$ cat src/rtl/gpio_pkg.sv
// Package gpio_pkg
// Shared constants for the GPIO controller: the number of registers per bank
// and the offset of each register within its bank window.
// Assumes the bus data width equals the bank width.
package gpio_pkg;

    localparam int REGS_PER_BANK = 3;

    typedef enum int {
        OFS_DIR  = 0,
        OFS_DATA = 1,
        OFS_IN   = 2
    } bank_ofs_e;

endpackage

$ cat src/rtl/gpio_in_sync.sv
// Module gpio_in_sync
// Multi-stage synchronizer that brings asynchronous pad levels into the
// clock domain. The output lags the input by STAGES clock edges.
// Assumes STAGES >= 2 and that reset clears every stage.
module gpio_in_sync #(
    parameter int W      = 8,
    parameter int STAGES = 2
) (
    input  logic         clk,
    input  logic         rst_n,
    input  logic [W-1:0] d,
    output logic [W-1:0] q
);

    logic [W-1:0] stage_q [STAGES];

    // Shift the pad levels one stage further on every clock edge.
    always_ff @(posedge clk) begin
        if (!rst_n) begin
            for (int i = 0; i < STAGES; i++) stage_q[i] <= '0;
        end else begin
            stage_q[0] <= d;
            for (int i = 1; i < STAGES; i++) stage_q[i] <= stage_q[i-1];
        end
    end

    assign q = stage_q[STAGES-1];

endmodule

$ cat src/rtl/gpio_regbank.sv
// Module gpio_regbank
// Address decoder, shared control registers and read multiplexer.
// Bank p owns addresses 3p..3p+2. Bank control sits just above the bank
// windows: low NP bits hold per-bank pull-up disables, the next NP bits hold
// per-bank break-before-make enables. The global control register follows it.
// Assumes W >= 2*NP and 2^AW > 3*NP+1.
module gpio_regbank
    import gpio_pkg::*;
#(
    parameter int NP = 4,
    parameter int W  = 8,
    parameter int AW = 4
) (
    input  logic            clk,
    input  logic            rst_n,
    input  logic [AW-1:0]   addr,
    input  logic [W-1:0]    wdata,
    input  logic            we,
    output logic [W-1:0]    rdata,
    output logic [NP-1:0]   wr_dir,
    output logic [NP-1:0]   wr_data,
    output logic [NP-1:0]   bbm_en,
    output logic [NP-1:0]   pud_bank,
    output logic            pud_glb,
    input  logic [NP*W-1:0] dir_all,
    input  logic [NP*W-1:0] data_all,
    input  logic [NP*W-1:0] in_all
);

    localparam logic [AW-1:0] CTRL_ADDR = AW'(NP * REGS_PER_BANK);
    localparam logic [AW-1:0] GLB_ADDR  = AW'(NP * REGS_PER_BANK + 1);
    localparam int            CTRL_W    = 2 * NP;

    logic [CTRL_W-1:0] ctrl_q;
    logic              glb_q;

    // Decode the bank-local write strobes for direction and data registers.
    always_comb begin
        for (int p = 0; p < NP; p++) begin
            wr_dir[p]  = we && (addr == AW'(p * REGS_PER_BANK + int'(OFS_DIR)));
            wr_data[p] = we && (addr == AW'(p * REGS_PER_BANK + int'(OFS_DATA)));
        end
    end

    // Hold the bank control and global control registers.
    always_ff @(posedge clk) begin
        if (!rst_n) begin
            ctrl_q <= '0;
            glb_q  <= 1'b0;
        end else if (we) begin
            if (addr == CTRL_ADDR) ctrl_q <= wdata[CTRL_W-1:0];
            if (addr == GLB_ADDR)  glb_q  <= wdata[0];
        end
    end

    assign pud_bank = ctrl_q[NP-1:0];
    assign bbm_en   = ctrl_q[CTRL_W-1:NP];
    assign pud_glb  = glb_q;

    // Select the read data for the addressed register; unmapped reads give 0.
    always_comb begin
        rdata = '0;
        for (int p = 0; p < NP; p++) begin
            if (addr == AW'(p * REGS_PER_BANK + int'(OFS_DIR)))  rdata = dir_all[p*W +: W];
            if (addr == AW'(p * REGS_PER_BANK + int'(OFS_DATA))) rdata = data_all[p*W +: W];
            if (addr == AW'(p * REGS_PER_BANK + int'(OFS_IN)))   rdata = in_all[p*W +: W];
        end
        if (addr == CTRL_ADDR) rdata[CTRL_W-1:0] = ctrl_q;
        if (addr == GLB_ADDR)  rdata[0]          = glb_q;
    end

endmodule

$ cat src/rtl/gpio_bank.sv
// Module gpio_bank
// One bank of pins: direction and data registers, the break-before-make
// release flags, the input synchronizer and the per-pin pad logic with
// alternate-function overrides.
// Assumes bbm_en is stable in the cycle in which a direction write happens
// (the register bank accepts only one write per cycle).
module gpio_bank #(
    parameter int W      = 8,
    parameter int STAGES = 2
) (
    input  logic         clk,
    input  logic         rst_n,
    input  logic [W-1:0] wdata,
    input  logic         wr_dir,
    input  logic         wr_data,
    input  logic         bbm_en,
    input  logic         pud_bank,
    input  logic         pud_glb,
    input  logic [W-1:0] pad_in,
    input  logic [W-1:0] ovr_pu_en,
    input  logic [W-1:0] ovr_pu_val,
    input  logic [W-1:0] ovr_dir_en,
    input  logic [W-1:0] ovr_dir_val,
    input  logic [W-1:0] ovr_out_en,
    input  logic [W-1:0] ovr_out_val,
    output logic [W-1:0] dir_q,
    output logic [W-1:0] data_q,
    output logic [W-1:0] hold_q,
    output logic [W-1:0] in_sync,
    output logic [W-1:0] pad_oe,
    output logic [W-1:0] pad_out,
    output logic [W-1:0] pad_pu
);

    logic [W-1:0] dir_eff;
    logic [W-1:0] pu_reg;
    logic [W-1:0] out_reg;
    logic         pud_eff;

    // Update the bank registers and arm a one-cycle release on rising direction bits.
    always_ff @(posedge clk) begin
        if (!rst_n) begin
            dir_q  <= '0;
            data_q <= '0;
            hold_q <= '0;
        end else begin
            if (wr_dir)  dir_q  <= wdata;
            if (wr_data) data_q <= wdata;
            hold_q <= (wr_dir && bbm_en) ? (wdata & ~dir_q) : '0;
        end
    end

    gpio_in_sync #(.W(W), .STAGES(STAGES)) u_sync (
        .clk   (clk),
        .rst_n (rst_n),
        .d     (pad_in),
        .q     (in_sync)
    );

    // Derive the register-side pad requests for every pin of the bank.
    always_comb begin
        pud_eff = pud_bank | pud_glb;
        dir_eff = dir_q & ~hold_q;
        pu_reg  = ~dir_q & ~hold_q & data_q & {W{~pud_eff}};
        out_reg = data_q & dir_eff;
    end

    // Apply the alternate-function overrides pin by pin.
    always_comb begin
        pad_oe  = (ovr_dir_en & ovr_dir_val) | (~ovr_dir_en & dir_eff);
        pad_out = (ovr_out_en & ovr_out_val) | (~ovr_out_en & out_reg);
        pad_pu  = (ovr_pu_en  & ovr_pu_val)  | (~ovr_pu_en  & pu_reg);
    end

endmodule

$ cat src/rtl/gpio_bbm_ctrl.sv
// Module gpio_bbm_ctrl
// Top level of the multi-bank GPIO controller. Instantiates the register
// bank and one gpio_bank per bank; pin vectors are flat, bank p at
// bits p*PORT_W +: PORT_W.
// Assumes PORT_W >= 2*NUM_PORTS so the bank control fits one data word.
module gpio_bbm_ctrl #(
    parameter int NUM_PORTS   = 4,
    parameter int PORT_W      = 8,
    parameter int ADDR_W      = 4,
    parameter int SYNC_STAGES = 2
) (
    input  logic                        clk,
    input  logic                        rst_n,
    input  logic [ADDR_W-1:0]           bus_addr,
    input  logic [PORT_W-1:0]           bus_wdata,
    input  logic                        bus_we,
    output logic [PORT_W-1:0]           bus_rdata,
    input  logic [NUM_PORTS*PORT_W-1:0] pad_in,
    output logic [NUM_PORTS*PORT_W-1:0] pad_oe,
    output logic [NUM_PORTS*PORT_W-1:0] pad_out,
    output logic [NUM_PORTS*PORT_W-1:0] pad_pu,
    input  logic [NUM_PORTS*PORT_W-1:0] ovr_pu_en,
    input  logic [NUM_PORTS*PORT_W-1:0] ovr_pu_val,
    input  logic [NUM_PORTS*PORT_W-1:0] ovr_dir_en,
    input  logic [NUM_PORTS*PORT_W-1:0] ovr_dir_val,
    input  logic [NUM_PORTS*PORT_W-1:0] ovr_out_en,
    input  logic [NUM_PORTS*PORT_W-1:0] ovr_out_val
);

    localparam int TOTAL_W = NUM_PORTS * PORT_W;

    logic [NUM_PORTS-1:0] wr_dir;
    logic [NUM_PORTS-1:0] wr_data;
    logic [NUM_PORTS-1:0] bbm_en;
    logic [NUM_PORTS-1:0] pud_bank;
    logic                 pud_glb;
    logic [TOTAL_W-1:0]   dir_all;
    logic [TOTAL_W-1:0]   data_all;
    logic [TOTAL_W-1:0]   hold_all;
    logic [TOTAL_W-1:0]   in_all;

    gpio_regbank #(.NP(NUM_PORTS), .W(PORT_W), .AW(ADDR_W)) u_regs (
        .clk      (clk),
        .rst_n    (rst_n),
        .addr     (bus_addr),
        .wdata    (bus_wdata),
        .we       (bus_we),
        .rdata    (bus_rdata),
        .wr_dir   (wr_dir),
        .wr_data  (wr_data),
        .bbm_en   (bbm_en),
        .pud_bank (pud_bank),
        .pud_glb  (pud_glb),
        .dir_all  (dir_all),
        .data_all (data_all),
        .in_all   (in_all)
    );

    for (genvar p = 0; p < NUM_PORTS; p++) begin : g_bank
        gpio_bank #(.W(PORT_W), .STAGES(SYNC_STAGES)) u_bank (
            .clk         (clk),
            .rst_n       (rst_n),
            .wdata       (bus_wdata),
            .wr_dir      (wr_dir[p]),
            .wr_data     (wr_data[p]),
            .bbm_en      (bbm_en[p]),
            .pud_bank    (pud_bank[p]),
            .pud_glb     (pud_glb),
            .pad_in      (pad_in[p*PORT_W +: PORT_W]),
            .ovr_pu_en   (ovr_pu_en[p*PORT_W +: PORT_W]),
            .ovr_pu_val  (ovr_pu_val[p*PORT_W +: PORT_W]),
            .ovr_dir_en  (ovr_dir_en[p*PORT_W +: PORT_W]),
            .ovr_dir_val (ovr_dir_val[p*PORT_W +: PORT_W]),
            .ovr_out_en  (ovr_out_en[p*PORT_W +: PORT_W]),
            .ovr_out_val (ovr_out_val[p*PORT_W +: PORT_W]),
            .dir_q       (dir_all[p*PORT_W +: PORT_W]),
            .data_q      (data_all[p*PORT_W +: PORT_W]),
            .hold_q      (hold_all[p*PORT_W +: PORT_W]),
            .in_sync     (in_all[p*PORT_W +: PORT_W]),
            .pad_oe      (pad_oe[p*PORT_W +: PORT_W]),
            .pad_out     (pad_out[p*PORT_W +: PORT_W]),
            .pad_pu      (pad_pu[p*PORT_W +: PORT_W])
        );
    end

endmodule

$ cat config.mk
export PLATFORM = sky130hd
export DESIGN_NAME = gpio_bbm_ctrl
export DESIGN_NICKNAME = d
export VERILOG_FILES = /design/src/rtl/gpio_pkg.sv /design/src/rtl/gpio_in_sync.sv /design/src/rtl/gpio_regbank.sv /design/src/rtl/gpio_bank.sv /design/src/rtl/gpio_bbm_ctrl.sv
export SDC_FILE = /design/constraint.sdc
export NUM_CORES = 1
export LEC_CHECK = 0
export BUFFER_PORTS_ARGS = -buffer_cell sky130_fd_sc_hd__buf_2
export CAP_MARGIN = 20
export CORE_MARGIN = 4
export CORE_UTILIZATION = 30
export CTS_BUF_LIST = sky130_fd_sc_hd__clkbuf_2 sky130_fd_sc_hd__clkbuf_4 sky130_fd_sc_hd__clkbuf_8
export CTS_CLUSTER_SIZE = 16
export DETAILED_ROUTE_END_ITERATION = 7
export GPL_TIMING_DRIVEN = 0
export PLACE_DENSITY_LB_ADDON = 0.25
export RECOVER_POWER = 100
export SYNTH_ARGS = -nofsm -noshare
export SYNTH_HDL_FRONTEND = slang
export SYNTH_SLANG_ARGS = --single-unit
$ cat constraint.sdc
create_clock -name clk -period 1.5 [get_ports clk]
set_input_delay 0.075 -clock clk [delete_from_list [all_inputs] [get_ports clk]]
set_output_delay 0.075 -clock clk [all_outputs]
set_load 0.02 [all_outputs]
# Word level (Yosys, flattened, before mapping)

Memories as Yosys holds them, arrays and structs flattened.
Index checks and enable logic that the tools add are counted.

Register bits: 105
Latch bits: 0
Memory bits (writable): 64
Memory bits (read-only): 0
Input port bits: 239
Output and inout port bits: 104
Logic and storage cells: 170
Memories kept: 4

Add/subtract/negate cells: 0
$mul: 0
Div/mod/pow operators: 0
Magnitude comparators: 0
Equal/unequal tests: 13
Shift operators: 0
Muxes and demuxes: 24
Bitwise gates (word level): 96
Reduce and logical (&&, ||, !) cells: 19

Memory list:

| name                            | depth | width | rd ports | clocked after memory_dff | write ports | line               | RTL |
|---|---|---|---|---|---|---|---|
| g_bank[0].u_bank.u_sync.stage_q | 2     | 8     | 2        | 0                        | 2           | gpio_in_sync.sv:15 | `logic [W-1:0] stage_q [STAGES];` |
| g_bank[1].u_bank.u_sync.stage_q | 2     | 8     | 2        | 0                        | 2           | gpio_in_sync.sv:15 |  |
| g_bank[2].u_bank.u_sync.stage_q | 2     | 8     | 2        | 0                        | 2           | gpio_in_sync.sv:15 |  |
| g_bank[3].u_bank.u_sync.stage_q | 2     | 8     | 2        | 0                        | 2           | gpio_in_sync.sv:15 |  |

Operators with widths:

| cell                 | number |
|---|---|
| $and A8 B8 Y8        | 48 |
| $mux W8              | 21 |
| $not A8 Y8           | 20 |
| $or A8 B8 Y8         | 12 |
| $eq A4 B4 Y1 const B | 6 |
| $eq A4 B3 Y1 const B | 4 |
| $logic_and A1 B1 Y1  | 12 |
| $or A1 B1 Y1         | 12 |
| $reduce_and A2 Y1    | 6 |
| $eq A4 B2 Y1 const B | 2 |
| $eq A4 B1 Y1 const B | 1 |
| $logic_not A4 Y1     | 1 |
| $not A1 Y1           | 4 |
| $mux W1              | 3 |

# Depth between registers and ports, before layout

Word-level depth: 15
Gate-level depth with buffers: 7
Mapped depth without buffers: 4

# Modules after synthesis

From an unflattened synthesis, not the netlist that was laid out.

Cells, all modules: 924
Area total of the unflattened synthesis: 8760.9 um^2

By module, submodules not included:

| module       | instances | cells each | area an instance (um^2) | sequential area each (um^2) |
|---|---|---|---|---|
| gpio_bank    | 4         | 133        | 1281.2                  | 480.5 |
| gpio_in_sync | 4         | 41         | 506.7                   | 320.3 |
| gpio_regbank | 1         | 228        | 1609.0                  | 180.2 |

# Worst setup path after synthesis

Ideal clock, no wire load.

Path type: input to output
Start point: in bus_addr[2]
End point: out bus_rdata[1]
Data arrival time: 1.487 ns
Data required time: 1.425 ns
Setup slack: -0.062 ns
Stages: 6
Buffers on the path: 2
Path through: buf_4 > buf_2 > and3b_1 > a22oi_1 > o211a_1 > o32ai_1

Word-level cells in the longest chain between the ends: 14
Elaborated cells between the ends (all ways): 26
Classes of those cells: eq/ne (12); mux (13); reduce/logical (1)

Ends and longest elaborated chain:

| item             | line                | RTL |
|---|---|---|
| from (decl)      | gpio_bbm_ctrl.sv:14 | `input logic [ADDR_W-1:0] bus_addr,` |
| $logic_not A4 Y1 | gpio_regbank.sv:64  | `if (addr == AW'(p * REGS_PER_BANK + int'(OFS_DIR))) rdata = dir_all[p*W +: W];` |
| $mux W8          | gpio_regbank.sv:64  |  |
| $mux W8          | gpio_regbank.sv:65  | `if (addr == AW'(p * REGS_PER_BANK + int'(OFS_DATA))) rdata = data_all[p*W +: W];` |
| $mux W8          | gpio_regbank.sv:66  | `if (addr == AW'(p * REGS_PER_BANK + int'(OFS_IN))) rdata = in_all[p*W +: W];` |
| $mux W8          | gpio_regbank.sv:64  |  |
| $mux W8          | gpio_regbank.sv:65  |  |
| $mux W8          | gpio_regbank.sv:66  |  |
| $mux W8          | gpio_regbank.sv:64  |  |
| $mux W8          | gpio_regbank.sv:65  |  |
| $mux W8          | gpio_regbank.sv:66  |  |
| $mux W8          | gpio_regbank.sv:64  |  |
| $mux W8          | gpio_regbank.sv:65  |  |
| $mux W8          | gpio_regbank.sv:66  |  |
| $mux W8 (*)      | gpio_regbank.sv:68  | `if (addr == CTRL_ADDR) rdata[CTRL_W-1:0] = ctrl_q;` |
| to (decl)        | gpio_bbm_ctrl.sv:17 | `output logic [PORT_W-1:0] bus_rdata,` |

Mark *: on every way between the ends. The rest lies on a longest branch, timed or not.

# Final worst setup path

Start point: reg u_regs.glb_q (netlist: u_regs.pud_glb)
End point: out bus_rdata[0]

Word-level cells in the longest chain between the ends: 1

Ends and longest elaborated chain:

| item                   | line               | RTL |
|---|---|---|
| from (decl)            | gpio_regbank.sv:35 | `logic glb_q;` |
| from (signal assigned) | gpio_regbank.sv:52 | `if (addr == GLB_ADDR) glb_q <= wdata[0];` |
| $mux W1                | gpio_regbank.sv:69 | `if (addr == GLB_ADDR) rdata[0] = glb_q;` |

Every way passes these cells.

==> flow_metrics.env <==
export IMPL_synthToLayoutAreaGrowth_pct=48.44
export IMPL_ys_top_cells_by_area="dfxtp_1, mux2i_1, o21ai_0"
export IMPL_clkTransAtPathRegs_ns=0.10
export IMPL_postLayoutSetupSlackWorst_ns=-0.6963
export IMPL_routed_top_layer="met4"
export IMPL_cp_max_fo=4
export IMPL_violations="negative setup slack"
export IMPL_synth_most_common_cell="dfxtp_1"
export IMPL_r2r_cells=2
export IMPL_dp_hpwl_um=25320
export IMPL_startpoint="u_regs.pud_glb"
export IMPL_crit_end="bus_rdata[0]"
export IMPL_power_density_nw_per_um2=782.1
export IMPL_grt_pass1_vias=8337
export IMPL_yosys_warnings=0
export IMPL_clock_latency_ns=0.47
export IMPL_wl_met1_um=14130
export IMPL_core_area_um2=27780
export IMPL_route_met3_wl_um=2153
export IMPL_num_antenna_cells=0
export IMPL_clkSinkCount=169
export IMPL_syn_nets=1213
export IMPL_gp_congestion=0.9945
export IMPL_critPathKind="flip-flop to primary output"
export IMPL_cp_start_kind="flip-flop"
export IMPL_cp_arrival_ns=2.12
export IMPL_clkPwrFrac=0.340
export IMPL_synth_edf_count=0
export IMPL_syn_area_um2=8451
export IMPL_required_ns=1.42
export IMPL_cp_num_buf_inv=1
export IMPL_cts_buffers=17
export IMPL_rows=61
export IMPL_synth_flop_cell="dfxtp_1"
export IMPL_yosysTopAreaCellShare=0.4004
export IMPL_r2r_slack_ns=0.22
export IMPL_max_slew_worst_pin_slew_ns=0.8566
export IMPL_drc=0
export IMPL_ir_worst_vdd_mv=0.5410
export IMPL_drtIter0Drc=419
export IMPL_instances_no_fill=1800
export IMPL_met2WireLength_um=15830
export IMPL_power_leakage_nw=5.102
export IMPL_slowest_delay_ns=0.54
export IMPL_ys_seq_area_frac=0.4004
export IMPL_rsz0062_at_grt="yes"
export IMPL_final_layout_size_suffix_gt1_frac=0.4001
export IMPL_grt_start_max_net_pins=17
export IMPL_ant_nets=0
export IMPL_hp_class="primary input to flip-flop"
export IMPL_path_cells="or3b_1 > a21oi_2 > nor4_2 > or4_4 > buf_6"
export IMPL_seq_power_share=0.472
export IMPL_nets=1648
export IMPL_stdcell_area_um2=12540
export IMPL_synthCells=974
export IMPL_p_comb_frac=0.188
export IMPL_final_min_clock_period_ns=2.196
export IMPL_routed_wl_um=33010
export IMPL_io_pins=343
export IMPL_synth_seq_cells=169
export IMPL_wl_per_cell_um=18.34
export IMPL_place_area_um2=10630
export IMPL_internal_power_w=0.006925
export IMPL_vias_per_cell=4.797
export IMPL_grt_total_usage=0.2041
export IMPL_antenna_found_initial=0
export IMPL_root_buffer="clkbuf_8"
export IMPL_crit_family="simple AND/OR/NAND/NOR gates"
export IMPL_r2r_end="g_bank[0].u_bank.hold_q[6]"
export IMPL_crit_cells=5
export IMPL_cp_slowest_cell="or4_4"
export IMPL_end_kind="primary output"
export IMPL_yosys_area_top_type="dfxtp_1"
export IMPL_worstReg2RegStart="u_regs.ctrl_q[4]"
export IMPL_synth_common_cells="dfxtp_1, nand2_1, o21ai_0"
export IMPL_syn_avg_cell_area_um2=8.676
export IMPL_final_core_util=0.4515
export IMPL_htreeDepth=4
export IMPL_max_cap_viol_count=0
export IMPL_max_freq_mhz=455.3
export IMPL_dieArea_um2=30920
export IMPL_final_hold_viol_count=0
export IMPL_setup_viol=44
export IMPL_die_w_um=175.8
export IMPL_p_sw_w=0.002886
export IMPL_netSwitchingFraction=0.2942
export IMPL_finalMaxSlewViolations=0
export IMPL_synthDistinctLibCells=59
export IMPL_dr_pass1_iters=5
export IMPL_dp_cells=1692
export IMPL_portBuffers=340
export IMPL_die_h_um=175.8
export IMPL_grt_ovfl_total=0
export IMPL_clock_skew_ns=0.01231
export IMPL_outcome="complete, but fails checks"
export IMPL_period_share=1.464
export IMPL_whs_ns=0.1176
export IMPL_relSlewSlack=0.4289
export IMPL_cts_tree="yes"
export IMPL_grt_pass1_wl_um=48660
export IMPL_total_power_w=0.009812
export IMPL_cts_buffer_depth=2
export IMPL_vias=8634
export IMPL_start_util=0.3042
export IMPL_synthArstFlopShare=0
## layout make-up
| type | count | area, um^2 |
|---|---|---|
| Fill cell | 2786 | 15240 |
| Timing Repair Buffer | 416 | 2698 |
| Clock buffer | 20 | 275.3 |
| Clock inverter | 12 | 131.4 |
| Sequential cell | 169 | 3488 |
| Multi-Input combinational cell | 746 | 5161 |
| Tap cell | 378 | 473.0 |
| Inverter | 6 | 22.52 |
| Buffer | 53 | 295.3 |
## stage by stage
stage,setup WS (ns),setup TNS (ns)
detailed placement,-0.6499,-16.65
CTS,-0.6935,-10.98
finish,-0.6963,-17.40
floorplan,0.02194,0
global placement,-0.7142,-16.98
global route,-0.7486,-21.02
## metal layers
layer | track usage | vias to the layer above
li1 | - | 4298
met1 | 0.2595 | 3983
met4 | 0.06173 | 0
met2 | 0.3501 | 310
met5 | 0 | -
met3 | 0.04090 | 43
## power by group through the flow
stage | clock network [W] | logic, W | registers, W
2_1_floorplan | 0 | 0.000821 | 0.00473
3_3_place_gp | 0 | 0.00154 | 0.00476
3_5_place_dp | 0 | 0.00155 | 0.00476
4_1_cts | 0.00340 | 0.00177 | 0.00463
5_1_grt | 0.00357 | 0.00199 | 0.00464
6_report | 0.00333 | 0.00185 | 0.00463
## worst register-to-register path: stages, from the launching register on
cell and delay, ns:
dfxtp_1 0.44, nand4_1 0.44, nor3b_1 0.32
## placed cells by master, fill, tap and decap left out, types with 30 or more instances in the layout
master / Yosys / routed
and2_0: 0 / 35
buf_2: 14 / 262
buf_4: 7 / 35
buf_6: 5 / 52
clkbuf_2: 0 / 45
dfxtp_1: 169 / 121
dfxtp_2: 0 / 30
dlygate4sd3_1: 0 / 40
mux2i_1: 58 / 57
nand2_1: 123 / 123
nand2b_1: 62 / 61
nor2_1: 34 / 30
nor2b_1: 53 / 51
nor3b_1: 26 / 32
o21ai_0: 104 / 63
## registers in the layout (all words and copies together), names as in the netlist
| name | cells |
|---|---|
| g_bank.u_bank.u_sync.stage_q | 64 |
| u_regs.ctrl_q | 8 |
| g_bank.u_bank.dir_q | 32 |
| g_bank.u_bank.hold_q | 32 |
| g_bank.u_bank.data_q | 32 |
| u_regs.pud_glb | 1 |
## timing repair
item,CTS,global route
pin swaps,45,31
hold endpoints to repair,46,1
setup endpoints to repair,49,85
resized for setup,175,124
hold buffers,39,1
setup buffers,29,8
cloned,0,0
## worst min path at each step
stage,slack [ns],start,cells past startpoint,end
5_1_grt,0.12,bus_we,4,u_regs.pud_glb
4_1_cts,0.0001,bus_wdata[5],3,g_bank[1].u_bank.data_q[5]
3_5_place_dp,0.28,pad_in[7],2,g_bank[0].u_bank.u_sync.stage_q[0][7]
3_3_place_gp,0.28,pad_in[14],2,g_bank[1].u_bank.u_sync.stage_q[0][6]
6_report,0.12,bus_we,4,u_regs.pud_glb
2_1_floorplan,0.20,pad_in[0],1,g_bank[0].u_bank.u_sync.stage_q[0][0]
## cell families after synthesis
kind of cell,Yosys count,synth area share
DFF,169,0.4004
muxes,66,0.08069
AOI/OAI and AO/OA,209,0.1564
and+or+nand+nor,471,0.3268
buffers and inverters,59,0.03583
Note: power is estimated with default switching activity, not from simulation.
